`src/rtl/ssp_pkg.sv`:
```
package ssp_pkg;

    localparam int BYTE_W = 8;
    localparam int IDX_W  = $clog2(BYTE_W);

    typedef enum logic [1:0] {
        ST_IDLE  = 2'd0,
        ST_LOW   = 2'd1,
        ST_HIGH  = 2'd2,
        ST_PAUSE = 2'd3
    } ssp_state_e;

    typedef logic [BYTE_W-1:0] byte_t;

    // bit presented first on the line for a given order
    function automatic logic head_bit(input byte_t d, input logic msb);
        return msb ? d[BYTE_W-1] : d[0];
    endfunction

    // move the outgoing register by one position
    function automatic byte_t tx_advance(input byte_t d, input logic msb);
        return msb ? {d[BYTE_W-2:0], 1'b0} : {1'b0, d[BYTE_W-1:1]};
    endfunction

    // accumulate one received bit
    function automatic byte_t rx_accum(input byte_t d, input logic b, input logic msb);
        return msb ? {d[BYTE_W-2:0], b} : {b, d[BYTE_W-1:1]};
    endfunction

endpackage

```
`src/rtl/ssp_clkdiv.sv`:
```
module ssp_clkdiv #(
    parameter int DIV_W = 8
) (
    input  logic             clk,
    input  logic             rst,
    input  logic             restart,
    input  logic             run,
    input  logic [DIV_W-1:0] div,
    output logic             tick
);
    logic [DIV_W-1:0] cnt;
    logic [DIV_W-1:0] div_q;

    assign tick = run && (cnt == '0);

    always_ff @(posedge clk) begin
        if (rst) begin
            cnt   <= '0;
            div_q <= '0;
        end else if (restart) begin
            cnt   <= div;
            div_q <= div;
        end else if (run) begin
            if (cnt == '0) cnt <= div_q;
            else           cnt <= cnt - 1'b1;
        end
    end
endmodule

```
`src/rtl/ssp_bitcount.sv`:
```
module ssp_bitcount #(
    parameter int CNT_W = 8
) (
    input  logic             clk,
    input  logic             rst,
    input  logic             load,
    input  logic [CNT_W-1:0] bits_m1,
    input  logic             step,
    output logic             last,
    output logic             byte_end
);
    import ssp_pkg::*;

    logic [CNT_W-1:0] remain;
    logic [IDX_W-1:0] idx;

    assign last     = (remain == '0);
    assign byte_end = (idx == IDX_W'(BYTE_W - 1));

    always_ff @(posedge clk) begin
        if (rst) begin
            remain <= '0;
            idx    <= '0;
        end else if (load) begin
            remain <= bits_m1;
            idx    <= '0;
        end else if (step) begin
            remain <= remain - 1'b1;
            idx    <= idx + 1'b1;
        end
    end
endmodule

```
`src/rtl/ssp_shifter.sv`:
```
module ssp_shifter (
    input  logic          clk,
    input  logic          rst,
    input  logic          msb,
    input  logic          load,
    input  ssp_pkg::byte_t load_data,
    input  logic          advance,
    input  logic          sample,
    input  logic          sdi,
    output logic          next_head,
    output ssp_pkg::byte_t rx_sh
);
    import ssp_pkg::*;

    byte_t tx_sh;
    byte_t tx_moved;

    assign tx_moved  = tx_advance(tx_sh, msb);
    assign next_head = load ? head_bit(load_data, msb) : head_bit(tx_moved, msb);

    always_ff @(posedge clk) begin
        if (rst) begin
            tx_sh <= '0;
            rx_sh <= '0;
        end else begin
            if (load)         tx_sh <= load_data;
            else if (advance) tx_sh <= tx_moved;

            if (load)         rx_sh <= '0;
            else if (sample)  rx_sh <= rx_accum(rx_sh, sdi, msb);
        end
    end
endmodule

```
`src/rtl/ssp_burst.sv`:
```
module ssp_burst #(
    parameter int DIV_W = 8,
    parameter int CNT_W = 8
) (
    input  logic             clk,
    input  logic             rst,
    input  logic             cfg_msb_first,
    input  logic [DIV_W-1:0] cfg_div,
    input  logic [CNT_W-1:0] cfg_bits_m1,
    input  logic             start,
    input  logic             suspend_req,
    input  logic             resume,
    input  logic [7:0]       tx_byte,
    input  logic             sdi,
    output logic             sck,
    output logic             sdo,
    output logic             busy,
    output logic             done,
    output logic             paused,
    output logic             byte_req,
    output logic [7:0]       rx_byte,
    output logic             rx_valid
);
    import ssp_pkg::*;

    ssp_state_e state;
    logic       msb_q;
    logic       susp_pend;
    logic       tick, last, byte_end, next_head;
    byte_t      rx_sh;

    logic start_ok, resume_ok, rise, high_end, finish, boundary;
    logic go_pause, new_byte, next_bit, msb_eff, running;

    assign running   = (state == ST_LOW) || (state == ST_HIGH);
    assign start_ok  = start  && (state == ST_IDLE);
    assign resume_ok = resume && (state == ST_PAUSE);
    assign rise      = (state == ST_LOW)  && tick;
    assign high_end  = (state == ST_HIGH) && tick;
    assign finish    = high_end && last;
    assign boundary  = high_end && !last && byte_end;
    assign go_pause  = boundary && susp_pend;
    assign next_bit  = high_end && !last && !byte_end;
    assign new_byte  = start_ok || resume_ok || (boundary && !susp_pend);
    assign msb_eff   = start_ok ? cfg_msb_first : msb_q;
    assign paused    = (state == ST_PAUSE);

    ssp_clkdiv #(.DIV_W(DIV_W)) u_div (
        .clk     (clk),
        .rst     (rst),
        .restart (start_ok),
        .run     (running),
        .div     (cfg_div),
        .tick    (tick)
    );

    ssp_bitcount #(.CNT_W(CNT_W)) u_cnt (
        .clk      (clk),
        .rst      (rst),
        .load     (start_ok),
        .bits_m1  (cfg_bits_m1),
        .step     (high_end && !last),
        .last     (last),
        .byte_end (byte_end)
    );

    ssp_shifter u_sh (
        .clk       (clk),
        .rst       (rst),
        .msb       (msb_eff),
        .load      (new_byte),
        .load_data (tx_byte),
        .advance   (next_bit),
        .sample    (rise),
        .sdi       (sdi),
        .next_head (next_head),
        .rx_sh     (rx_sh)
    );

    always_ff @(posedge clk) begin
        if (rst) begin
            state     <= ST_IDLE;
            msb_q     <= 1'b0;
            susp_pend <= 1'b0;
            sck       <= 1'b1;
            sdo       <= 1'b1;
            busy      <= 1'b0;
            done      <= 1'b0;
            byte_req  <= 1'b0;
            rx_byte   <= '0;
            rx_valid  <= 1'b0;
        end else begin
            byte_req <= new_byte;
            rx_valid <= finish || boundary;

            if (start_ok) msb_q <= cfg_msb_first;

            if (start_ok || go_pause || finish)
                susp_pend <= 1'b0;
            else if (suspend_req && running)
                susp_pend <= 1'b1;

            if (finish || boundary) rx_byte <= rx_sh;

            if (new_byte || next_bit) sdo <= next_head;
            else if (finish)          sdo <= 1'b1;

            if (start_ok) begin
                busy <= 1'b1;
                done <= 1'b0;
            end else if (finish) begin
                busy <= 1'b0;
                done <= 1'b1;
            end

            unique case (state)
                ST_IDLE: if (start_ok) begin
                    state <= ST_LOW;
                    sck   <= 1'b0;
                end
                ST_LOW: if (tick) begin
                    state <= ST_HIGH;
                    sck   <= 1'b1;
                end
                ST_HIGH: if (tick) begin
                    if (finish)        state <= ST_IDLE;
                    else if (go_pause) state <= ST_PAUSE;
                    else begin
                        state <= ST_LOW;
                        sck   <= 1'b0;
                    end
                end
                ST_PAUSE: if (resume_ok) begin
                    state <= ST_LOW;
                    sck   <= 1'b0;
                end
                default: state <= ST_IDLE;
            endcase
        end
    end
endmodule

```
`config.mk`:
```
export PLATFORM = sky130hd
export DESIGN_NAME = ssp_burst
export DESIGN_NICKNAME = d
export VERILOG_FILES = /design/src/rtl/ssp_pkg.sv /design/src/rtl/ssp_clkdiv.sv /design/src/rtl/ssp_bitcount.sv /design/src/rtl/ssp_shifter.sv /design/src/rtl/ssp_burst.sv
export SDC_FILE = /design/constraint.sdc
export NUM_CORES = 1
export LEC_CHECK = 0
export BUFFER_PORTS_ARGS = -buffer_cell sky130_fd_sc_hd__buf_2
export CORE_MARGIN = 10
export CORE_UTILIZATION = 43
export CTS_BUF_LIST = sky130_fd_sc_hd__clkbuf_16
export DETAILED_ROUTE_END_ITERATION = 12
export PLACE_DENSITY = 0.6
export SKIP_LAST_GASP = 1
export SLEW_MARGIN = 20
export SYNTH_ARGS = -nofsm -noshare
export SYNTH_HDL_FRONTEND = slang
export SYNTH_HIERARCHICAL = 1
export SYNTH_SLANG_ARGS = --single-unit
```
`constraint.sdc`:
```
create_clock -name clk -period 4.4 [get_ports clk]
set_input_delay 0.44 -clock clk [delete_from_list [all_inputs] [get_ports clk]]
set_output_delay 0.44 -clock clk [all_outputs]
set_load 0.03 [all_outputs]
```
==> out/qor.txt, run 1 <==
Status - completed
WL final - 7.217 mm
Clock insertion delay at the later pin of the skew report - 0.33 ns
Vias in the first global route - 2,540
Post-CTS Resized - 0
CTS max path bufs - 2
Root Buffer - clkbuf_16
Final hold violation count - 0
Port Buffers - 45
Total power - 2.229 mW
Worst-Margin Slew - 0.9214 ns
Final period utilization - 84.27%
Number of synthesized flops with an enable pin - 0
Yosys warning count - 6
GRT overflow - 0
Via Count - 2,574
Floorplan core area - 7176 um2
CTS tree - done
Wire per inst - 15.00 um
Initial antenna violation count - 0
Hold slack - 0.3667 ns
Cells after synthesis - 338
Min cycle time layout - 3.708 ns
Clock Pin Slew Worst Setup and Hold Paths - 0.05 ns
ANT cells - 0
Die Height - 105.4 um
Area grow syn2layout - 19.05%
FILL cells - 683
Worst vdd ir - 270.9 uV
DRT iter0 DRCs - 102
CP Class - register to register
Starting Density - 43.66%
Largest net degree at the start of global routing - 50
Final non-filler cell total - 481
Fmax - 0.2697 GHz
Worst Path Required - 4.60 ns
Routability Congestion - 0.8157
Share of cells above drive strength 1 - 21.20%
Final Skew - 0.007089 ns
Hold Crit Class - input port to register
Boundary pin count - 46
Ys async rst share - 0%
Most common cell after layout, fill and taps aside - dfxtp_1
Layout net count - 418
Via/cell ratio - 5.351
Synthesized area - 3133 um2
Pleak - 1.531 nW
Storage element area - 1221 um2
Antenna Violating Nets Remaining - 0
Worst-path maximum fanout - 19
Crit. End Element - register
Final setup viols - 0
GRT Util Overall - 13.18%
Most frequent cells in the layout - 61 x dfxtp_1, 45 x nor2_1, 45 x buf_2
Chip Width - 105.4 um
First-pass GRT wire length - 12.19 mm
Clock Sink Count - 61
TritonCTS Buffers - 9
First-pass DRT Iterations - 4
Pins Over Slew Limit - 0
Syn Nets - 379
Drt drc - 0
Hold_buf cts - 0
# placed instances - 465
Area of the multi-input gates - 1753 um2
Max Cap Viol - 0
FF+latch count, synth - 61
Post-synthesis sequential area ratio - 38.98%
Slew margin rel. - 38.01%
Top FF cell, synth - dfxtp_1
Post-synth cell types - 60
Crit start category - register
Total negative setup slack - 0 ns
Data arrival, critical path - 3.91 ns
Post-CTS Setup Bufs - 0
Die area - 11,100 um2
Hpwl dp - 4.958 mm
Unrepaired setup endpoints after global routing - no
Power Density - 597.6 nW/um2
# H-tree levels - 3
Average footprint of a synthesized cell - 9.269 um2
Std cell rows - 31
-- flip-flops by register name (all words and copies together) (netlist names), 2 cells and up --
register      cells
u_sh/rx_sh        8
u_cnt/idx         3
u_div/cnt         8
u_sh/tx_sh        8
state             2
rx_byte           8
u_cnt/remain      8
u_div/div_q       8
-- where the power goes --
part | leakage, nW | switching [mW] | internal [mW] | total, mW
sequential | 0.499 | 0.0977 | 0.642 | 0.740
clock | 0.156 | 0.259 | 0.498 | 0.757
combinational | 0.876 | 0.414 | 0.318 | 0.732
-- metrics by stage --
step                cell area, um2  util [%]  setup slack (ns)
global placement              3398     47.36            0.9168
floorplan                     3133         -             1.245
detailed placement            3406     47.46            0.7720
finish                        3730     51.98            0.6922
global route                  3730     51.98            0.3704
CTS                           3730     51.98            0.6924
-- cells by family (layout without fill, tap and decap cells) --
kind of cell / count (synthesis) / in the layout / synth area share, %
DFF: 61 / 61 / 38.98
adders and majority gates: 10 / 10 / 3.994
and+or+nand+nor: 119 / 119 / 20.65
buffers and inverters: 34 / 78 / 5.071
muxes: 40 / 40 / 13.34
AOI/OAI and AO/OA: 67 / 67 / 16.01
xor gates and xnor gates: 7 / 7 / 1.957
-- metal layers --
layer / share of wire [%] / vias to the layer above / routed length (um) / track usage (%)
met5: 0 / - / 0 / 0
met1: 49 / 1194 / 3506 / 16.52
met4: 1.8 / 0 / 129 / 6.176
met2: 46 / 44 / 3306 / 20.22
met3: 3.8 / 10 / 274 / 4.019
li1: - / 1326 / - / -
-- worst paths after layout --
check | start | to | slack (ns) | cells past startpoint
max | u_div/cnt[0]$_SDFFE_PP0P_ | sdo$_SDFFE_PP1P_ | 0.69 | 12
min | cfg_div[5] | u_div/div_q[5]$_SDFFE_PP0P_ | 0.37 | 3
max reg2reg | u_div/cnt[0]$_SDFFE_PP0P_ | sdo$_SDFFE_PP1P_ | 0.69 | 12
min reg2reg | rx_byte[7]$_SDFFE_PP0P_ | rx_byte[7]$_SDFFE_PP0P_ | 0.49 | 2
-- worst max-delay path: stages (launching register included) --
cell and delay (ns):
dfxtp_1 0.37, inv_1 0.15, ha_1 0.24, nor3b_1 0.50
nand2_1 0.32, nor2_1 0.39, and3b_2 0.45, nand2_2 0.10
o21ai_2 0.11, buf_4 0.22, mux4_2 0.51, a211oi_1 0.18
a31oi_1 0.06
-- final cells by class --
type	count	area share, %
Clock buffer	9	6.038
Tap cell	99	3.321
Sequential cell	61	32.74
Multi-Input combinational cell	243	47.00
Clock inverter	7	2.650
Timing Repair Buffer	50	7.045
Inverter	12	1.208
-- cell usage after synthesis (all sizes together), types with 3 or more instances --
cell type	number	area (um2)
a211oi	13	97.59
a21oi	15	78.83
a22oi	5	37.54
a311oi	4	35.03
a31oi	3	18.77
and2	3	18.77
buf	11	72.56
clkbuf	11	41.29
dfxtp	61	1221
ha	10	125.1
inv	11	41.29
mux2i	38	380.4
nand2	17	66.32
nand2b	6	37.54
nand3b	3	22.52
nor2	45	168.9
nor2b	3	18.77
nor3	12	60.06
nor3b	4	30.03
nor4	4	31.28
o211ai	3	22.52
o221ai	6	52.55
o22ai	5	37.53
or4	3	26.27
or4b	6	60.06
xor2	5	43.79
(Power assumes the default switching activity.)
==> run 2, diff against run 1 <==
--- a/config.mk
+++ b/config.mk
@@ -5,6 +5,7 @@
 export SDC_FILE = /design/constraint.sdc
 export NUM_CORES = 1
 export LEC_CHECK = 0
+export ABC_AREA = 1
 export BUFFER_PORTS_ARGS = -buffer_cell sky130_fd_sc_hd__buf_2
 export CORE_MARGIN = 10
 export CORE_UTILIZATION = 43
==> constraint.sdc (replaced) <==
create_clock -name clk -period 3.85 [get_ports clk]
set_input_delay 0.385 -clock clk [delete_from_list [all_inputs] [get_ports clk]]
set_output_delay 0.385 -clock clk [all_outputs]
set_load 0.03 [all_outputs]
==> run 2 against run 1 <==
Effect of this change:
- clock skew decreased by 0.0010 ns
- count of clock-buffer cells in the layout did not move
- cell area increased by 6.5%
- via count is 21% higher
- largest power group is now combinational logic
- routed wire length up 7.6%
- area after synthesis rose by 8.1%
- flip-flop and latch count stayed put
- critical path type unchanged
- critical path depth increased by 2
- final cell count rose by 35%
==> out/qor.txt, run 2 <==
Fmax - 0.3445 GHz
Total negative setup slack - 0 ns
Commonest cells in the netlist - 128 x nand2_1, 69 x inv_1, 61 x dfxtp_1
Total power - 2.975 mW
Synth top area cells - dfxtp_1 36%, nand2_1 14%, inv_1 7.6%, nor2_1 6.0%, a21oi_1 5.6%
GRT overflow - 0
Data arrival, critical path - 3.13 ns
Hold_buf cts - 0
Slowest cell on crit path - nand2_1
Clock Sink Count - 61
Yosys top cell by area - dfxtp_1
DP Area - 3649 um2
Adder-cell share of the synthesized area - 3.694%
R2R Setup Slk - 0.95 ns
Largest delay share family, worst path - simple AND/OR/NAND/NOR gates
Number of synthesized flops with an enable pin - 0
Worst-Margin Slew - 0.7864 ns
Top cell type's share of synthesized area - 36.05%
ANT cells - 0
Port Buffers - 45
Net switching power - 1.224 mW
Crit start category - register
Worst-path maximum fanout - 13
Largest net degree at the start of global routing - 39
Most frequent cells in the layout - 128 x nand2_1, 69 x inv_1, 61 x dfxtp_1
Hold Crit Class - input port to register
Syn Nets - 540
Final hold violation count - 0
Average footprint of a synthesized cell - 6.788 um2
Worst vdd ir - 297.4 uV
Unrepaired setup endpoints after global routing - no
Hpwl dp - 5.538 mm
TritonCTS Buffers - 9
CP Class - register to register
Worst-path cell chain - inv_1, ha_1, nand2_1, nor2_8, inv_6, nor2_1, nand2_2, nor2_4, nand3b_2, nand2_1, or2_1, nor2_1, nand2_1, inv_1
Most common cell after layout, fill and taps aside - nand2_1
CP bufs+invs - 3
Comb pwr share - 41.6%
# H-tree levels - 3
Internal Power - 1.751 mW
Final period utilization - 75.39%
Share of cells above drive strength 1 - 19.01%
FILL cells - 823
Wire per inst - 11.97 um
WL final - 7.767 mm
Initial antenna violation count - 0
Slew margin rel. - 47.58%
Via Count - 3,105
Post-CTS Setup Bufs - 0
Top FF cell, synth - dfxtp_1
Switch share - 41.14%
Clock Pin Slew Worst Setup and Hold Paths - 0.06 ns
Std cell rows - 32
Worst Path Required - 4.08 ns
Area grow syn2layout - 17.29%
Clock power frac - 29.1%
Post-synth cell types - 35
Chip Width - 108.8 um
FF+latch count, synth - 61
Power Density - 748.8 nW/um2
GRT Util Overall - 13.30%
DRT iter0 DRCs - 116
Post-synthesis xor/xnor area fraction - 0.5172%
Count leader, synth - nand2_1
Flop pwr share - 29.2%
Routability Congestion - 0.8573
CTS tree - done
Synthesized area - 3387 um2
CTS max path bufs - 2
Drt drc - 0
Clock insertion delay at the later pin of the skew report - 0.33 ns
Yosys warning count - 6
Post-synthesis sequential area ratio - 36.05%
Via/cell ratio - 4.784
Simple-gate share of the synthesized area - 32.73%
Starting Density - 44.06%
Status - completed
Floorplan core area - 7687 um2
Cell mode on critical path - nand2_1
Vias in the first global route - 2,893
Antenna Violating Nets Remaining - 0
Ys async rst share - 0%
Max Cap Viol - 0
Die area - 11,830 um2
Synth Area in Compound Gates - 15.33%
Layout net count - 583
Post-CTS Resized - 0
Final setup viols - 0
Min cycle time layout - 2.902 ns
Critical Path Max Stage Delay - 0.39 ns
Main combinational cell family by area after synthesis - simple AND/OR/NAND/NOR gates
First-pass GRT wire length - 12.94 mm
Final instance area - 3973 um2
Root Buffer - clkbuf_16
Crit. End Element - register
Cells after synthesis - 499
First-pass DRT Iterations - 4
Pins Over Slew Limit - 0
Boundary pin count - 46
Die Height - 108.8 um
Final Skew - 0.006074 ns
Mux cell area share after synthesis - 0%
Pleak - 1.892 nW
==> run 2: changes by cell type in the layout (fill, tap and decap cells not counted), sizes merged, moves of 7 or more <==
| cell | previous run | this run |
|---|---|---|
| nand2 | 17 | 132 |
| a21oi | 15 | 47 |
| inv | 12 | 78 |
| a211oi | 13 | 1 |
| o21ai | 2 | 30 |
| nand3 | 2 | 34 |
| nor3 | 12 | 5 |
| nor2 | 45 | 67 |
| mux2i | 38 | 0 |
==> run 2: layout make-up <==
| class | instances | area, um2 | share of cell area [%] |
|---|---|---|---|
| clock buffers | 9 | 225.2 | 5.669 |
| multi-input cells | 347 | 1770 | 44.57 |
| flip-flops and latches | 61 | 1221 | 30.74 |
| repair buffers | 46 | 232.7 | 5.858 |
| well taps | 102 | 127.6 | 3.213 |
| clock inverters | 7 | 98.84 | 2.488 |
| inverters | 77 | 296.5 | 7.465 |
==> run 2: per-stage QoR <==
step,utilization (%),worst slack (ns),instances,hold WS (ns)
6_report,51.68,0.9476,649,0.3165
5_1_grt,51.68,0.6314,649,0.3196
4_1_cts,51.68,0.9347,649,0.3104
3_5_place_dp,47.46,0.9510,633,0.4587
3_3_place_gp,47.46,1.045,633,0.4507
2_1_floorplan,-,1.644,499,0.4349
==> run 2: kinds of logic (layout without fill, tap and decap cells) <==
group	after synthesis	after routing
xor+xnor	2	2
simple gates	246	246
flops	61	61
fa+ha+maj	10	10
buf+inv	91	139
compound gates	89	89
==> run 2: power by group through the flow <==
stage	Combinational (mW)	Sequential (mW)	Clock [mW]
after CTS	1.25	0.869	0.887
after global placement	1.22	0.880	0
after floorplan	0.999	0.887	0
after global routing	1.41	0.885	0.913
after detailed placement	1.23	0.880	0
final	1.24	0.870	0.867
==> run 2: final timing paths <==
path	start	endpoint	cells after the start
max	u_div/cnt[0]$_SDFFE_PP0P_	u_sh/rx_sh[2]$_SDFFE_PP0P_	14
min	cfg_div[6]	u_div/div_q[6]$_SDFFE_PP0P_	3
max reg2reg	u_div/cnt[0]$_SDFFE_PP0P_	u_sh/rx_sh[2]$_SDFFE_PP0P_	14
min reg2reg	busy$_SDFFE_PP0P_	busy$_SDFFE_PP0P_	2
==> run 2: per-layer routing <==
metal	GRT usage, %	part of all wire, %
met1	16.89	50
met2	20.86	45
met3	4.248	4.1
met4	4.520	1.1
met5	0	0
==> run 2: worst reg2reg max path, stage by stage, from the launching register on <==
cell and delay [ns]:
dfxtp_1 0.32, inv_1 0.12, ha_1 0.16, nand2_1 0.12, nor2_8 0.23, inv_6 0.07
nor2_1 0.22, nand2_2 0.12, nor2_4 0.31, nand3b_2 0.17, nand2_1 0.39, or2_1 0.40
nor2_1 0.08, nand2_1 0.07, inv_1 0.04
==> run 3, diff against run 2 <==
==> constraint.sdc (replaced) <==
create_clock -name clk -period 2.96 [get_ports clk]
set_input_delay 0.296 -clock clk [delete_from_list [all_inputs] [get_ports clk]]
set_output_delay 0.296 -clock clk [all_outputs]
set_load 0.03 [all_outputs]
==> run 3 against run 2 <==
Effect of this change:
- worst hold slack lost 0.091 ns
- utilization grew 0.29 points
- largest cell class unchanged
- die area is the same
- highest routed layer unchanged
- clock power is 30% higher
==> out/qor.txt, run 3 (synthesized netlist as in run 2, its figures left out) <==
Vias in the first global route - 3,025
Cell mode on critical path - inv_1
FILL cells - 807
Final setup viols - 0
DRT iter0 DRCs - 136
Hpwl dp - 5.712 mm
Die area - 11,830 um2
TritonCTS Buffers - 9
Final Skew - 0.01064 ns
Starting Density - 44.06%
Slew margin rel. - 56.53%
Port Buffers - 45
Final instance area - 3995 um2
Routability Congestion - 0.8771
Worst Hold End - u_div/div_q[2]$_SDFFE_PP0P_
Worst-path cell chain - inv_1, ha_1, nand2_1, nor2_8, inv_6, nor2_1, nand2_2, nor2_4, buf_4, nand2_1, inv_1, inv_1, nor2_2, nand3_1, a21oi_1
Clock Sink Count - 61
R2R Path Start - u_div/cnt[0]$_SDFFE_PP0P_
Die Height - 108.8 um
CTS max path bufs - 2
Hold_buf cts - 0
ANT cells - 0
GRT Util Overall - 13.91%
Root Buffer - clkbuf_16
First-pass DRT Iterations - 4
Largest net degree at the start of global routing - 30
Unrepaired setup endpoints after global routing - no
Area grow syn2layout - 17.95%
CTS tree - done
Finished Core Util - 51.97%
Share of cells above drive strength 1 - 19.45%
Hold Crit Class - input port to register
Status - completed
Slowest cell on crit path - dfxtp_1
Layout net count - 586
Post-CTS Setup Bufs - 0
Wire per inst - 11.98 um
Pleak - 1.907 nW
Fmax - 0.3984 GHz
Clock insertion delay at the later pin of the skew report - 0.33 ns
CP Launch Point - u_div/cnt[0]$_SDFFE_PP0P_
Most common cell after layout, fill and taps aside - nand2_1
Post-CTS Resized - 0
Chip Width - 108.8 um
Worst-path maximum fanout - 12
WL final - 7.810 mm
Min cycle time layout - 2.510 ns
Crit. End Element - register
DP Area - 3671 um2
R2R Setup Slk - 0.45 ns
Pins Over Slew Limit - 0
First-pass GRT wire length - 13.48 mm
Boundary pin count - 46
# H-tree levels - 3
Max Cap Viol - 0
Initial antenna violation count - 0
Final hold violation count - 0
GRT overflow - 0
Power Density - 969.6 nW/um2
Crit start category - register
Total negative setup slack - 0 ns
Critical Path Max Stage Delay - 0.31 ns
Clock Pin Slew Worst Setup and Hold Paths - 0.06 ns
Worst R2R End - u_sh/tx_sh[2]$_SDFFE_PP0P_
Most frequent cells in the layout - 128 x nand2_1, 69 x inv_1, 61 x dfxtp_1
Worst vdd ir - 355.5 uV
Worst hold stages - 3
Worst-Margin Slew - 0.6497 ns
Final period utilization - 84.80%
Drt drc - 0
Via Count - 3,068
Via/cell ratio - 4.706
Cells on worst reg2reg path - 15
Worst Hold Launch - cfg_div[2]
Worst Path Required - 3.22 ns
CP Class - register to register
Data arrival, critical path - 2.77 ns
Std cell rows - 32
Antenna Violating Nets Remaining - 0
Floorplan core area - 7687 um2
## run 3: changes by cell type in the layout (fill, tap and decap cells not counted)
cell,delta
buf_4,+3
## run 3: final cells by class
| type | count | area (um2) | area share (%) |
|---|---|---|---|
| Clock buffer | 9 | 225.2 | 5.637 |
| Clock inverter | 7 | 98.84 | 2.474 |
| Inverter | 77 | 296.5 | 7.422 |
| Multi-Input combinational cell | 347 | 1770 | 44.32 |
| Sequential cell | 61 | 1221 | 30.57 |
| Tap cell | 102 | 127.6 | 3.194 |
| Timing Repair Buffer | 49 | 255.2 | 6.389 |
## run 3: worst max path at each step
stage	end	cells after the start
global route	u_sh/tx_sh[2]$_SDFFE_PP0P_	15
floorplan	sdo$_SDFFE_PP1P_	16
global placement	u_sh/tx_sh[4]$_SDFFE_PP0P_	15
detailed placement	u_sh/tx_sh[2]$_SDFFE_PP0P_	15
finish	u_sh/tx_sh[2]$_SDFFE_PP0P_	15
CTS	u_sh/tx_sh[2]$_SDFFE_PP0P_	15
## run 3: layer usage
metal  track usage (%)  wire [um]  up-vias
met4             5.085         92        0
met3             4.720        388        6
met1             17.40       3827     1347
met5                 0          0        -
li1                  -          -     1667
met2             21.77       3502       48
## run 3: report_power, final
part / internal (mW) / switching, mW / leakage [nW]
logic: 0.557 / 1.06 / 1.25
clock network: 0.740 / 0.388 / 0.156
registers: 0.986 / 0.145 / 0.499
total: 2.28 / 1.59 / 1.91
## run 3: per-stage QoR
stage	hold WS, ns	power (mW)	cells	worst slack [ns]
6_report	0.2256	3.874	652	0.4499
5_1_grt	0.2193	4.192	652	0.1505
4_1_cts	0.2159	3.902	652	0.4513
3_5_place_dp	0.4564	2.757	636	0.5032
3_3_place_gp	0.4473	2.744	636	0.5453
2_1_floorplan	0.3651	2.453	499	0.7543
## run 3: worst max-delay path, delay by kind of cell, from the launching register on
family / cells / cell delay (ns)
AND/OR/NAND/NOR: 8 / 1.26
adder cells (fa/ha/maj): 1 / 0.15
buffers and inverters: 5 / 0.56
flip-flops: 1 / 0.31
AO/OA/AOI/OAI: 1 / 0.15
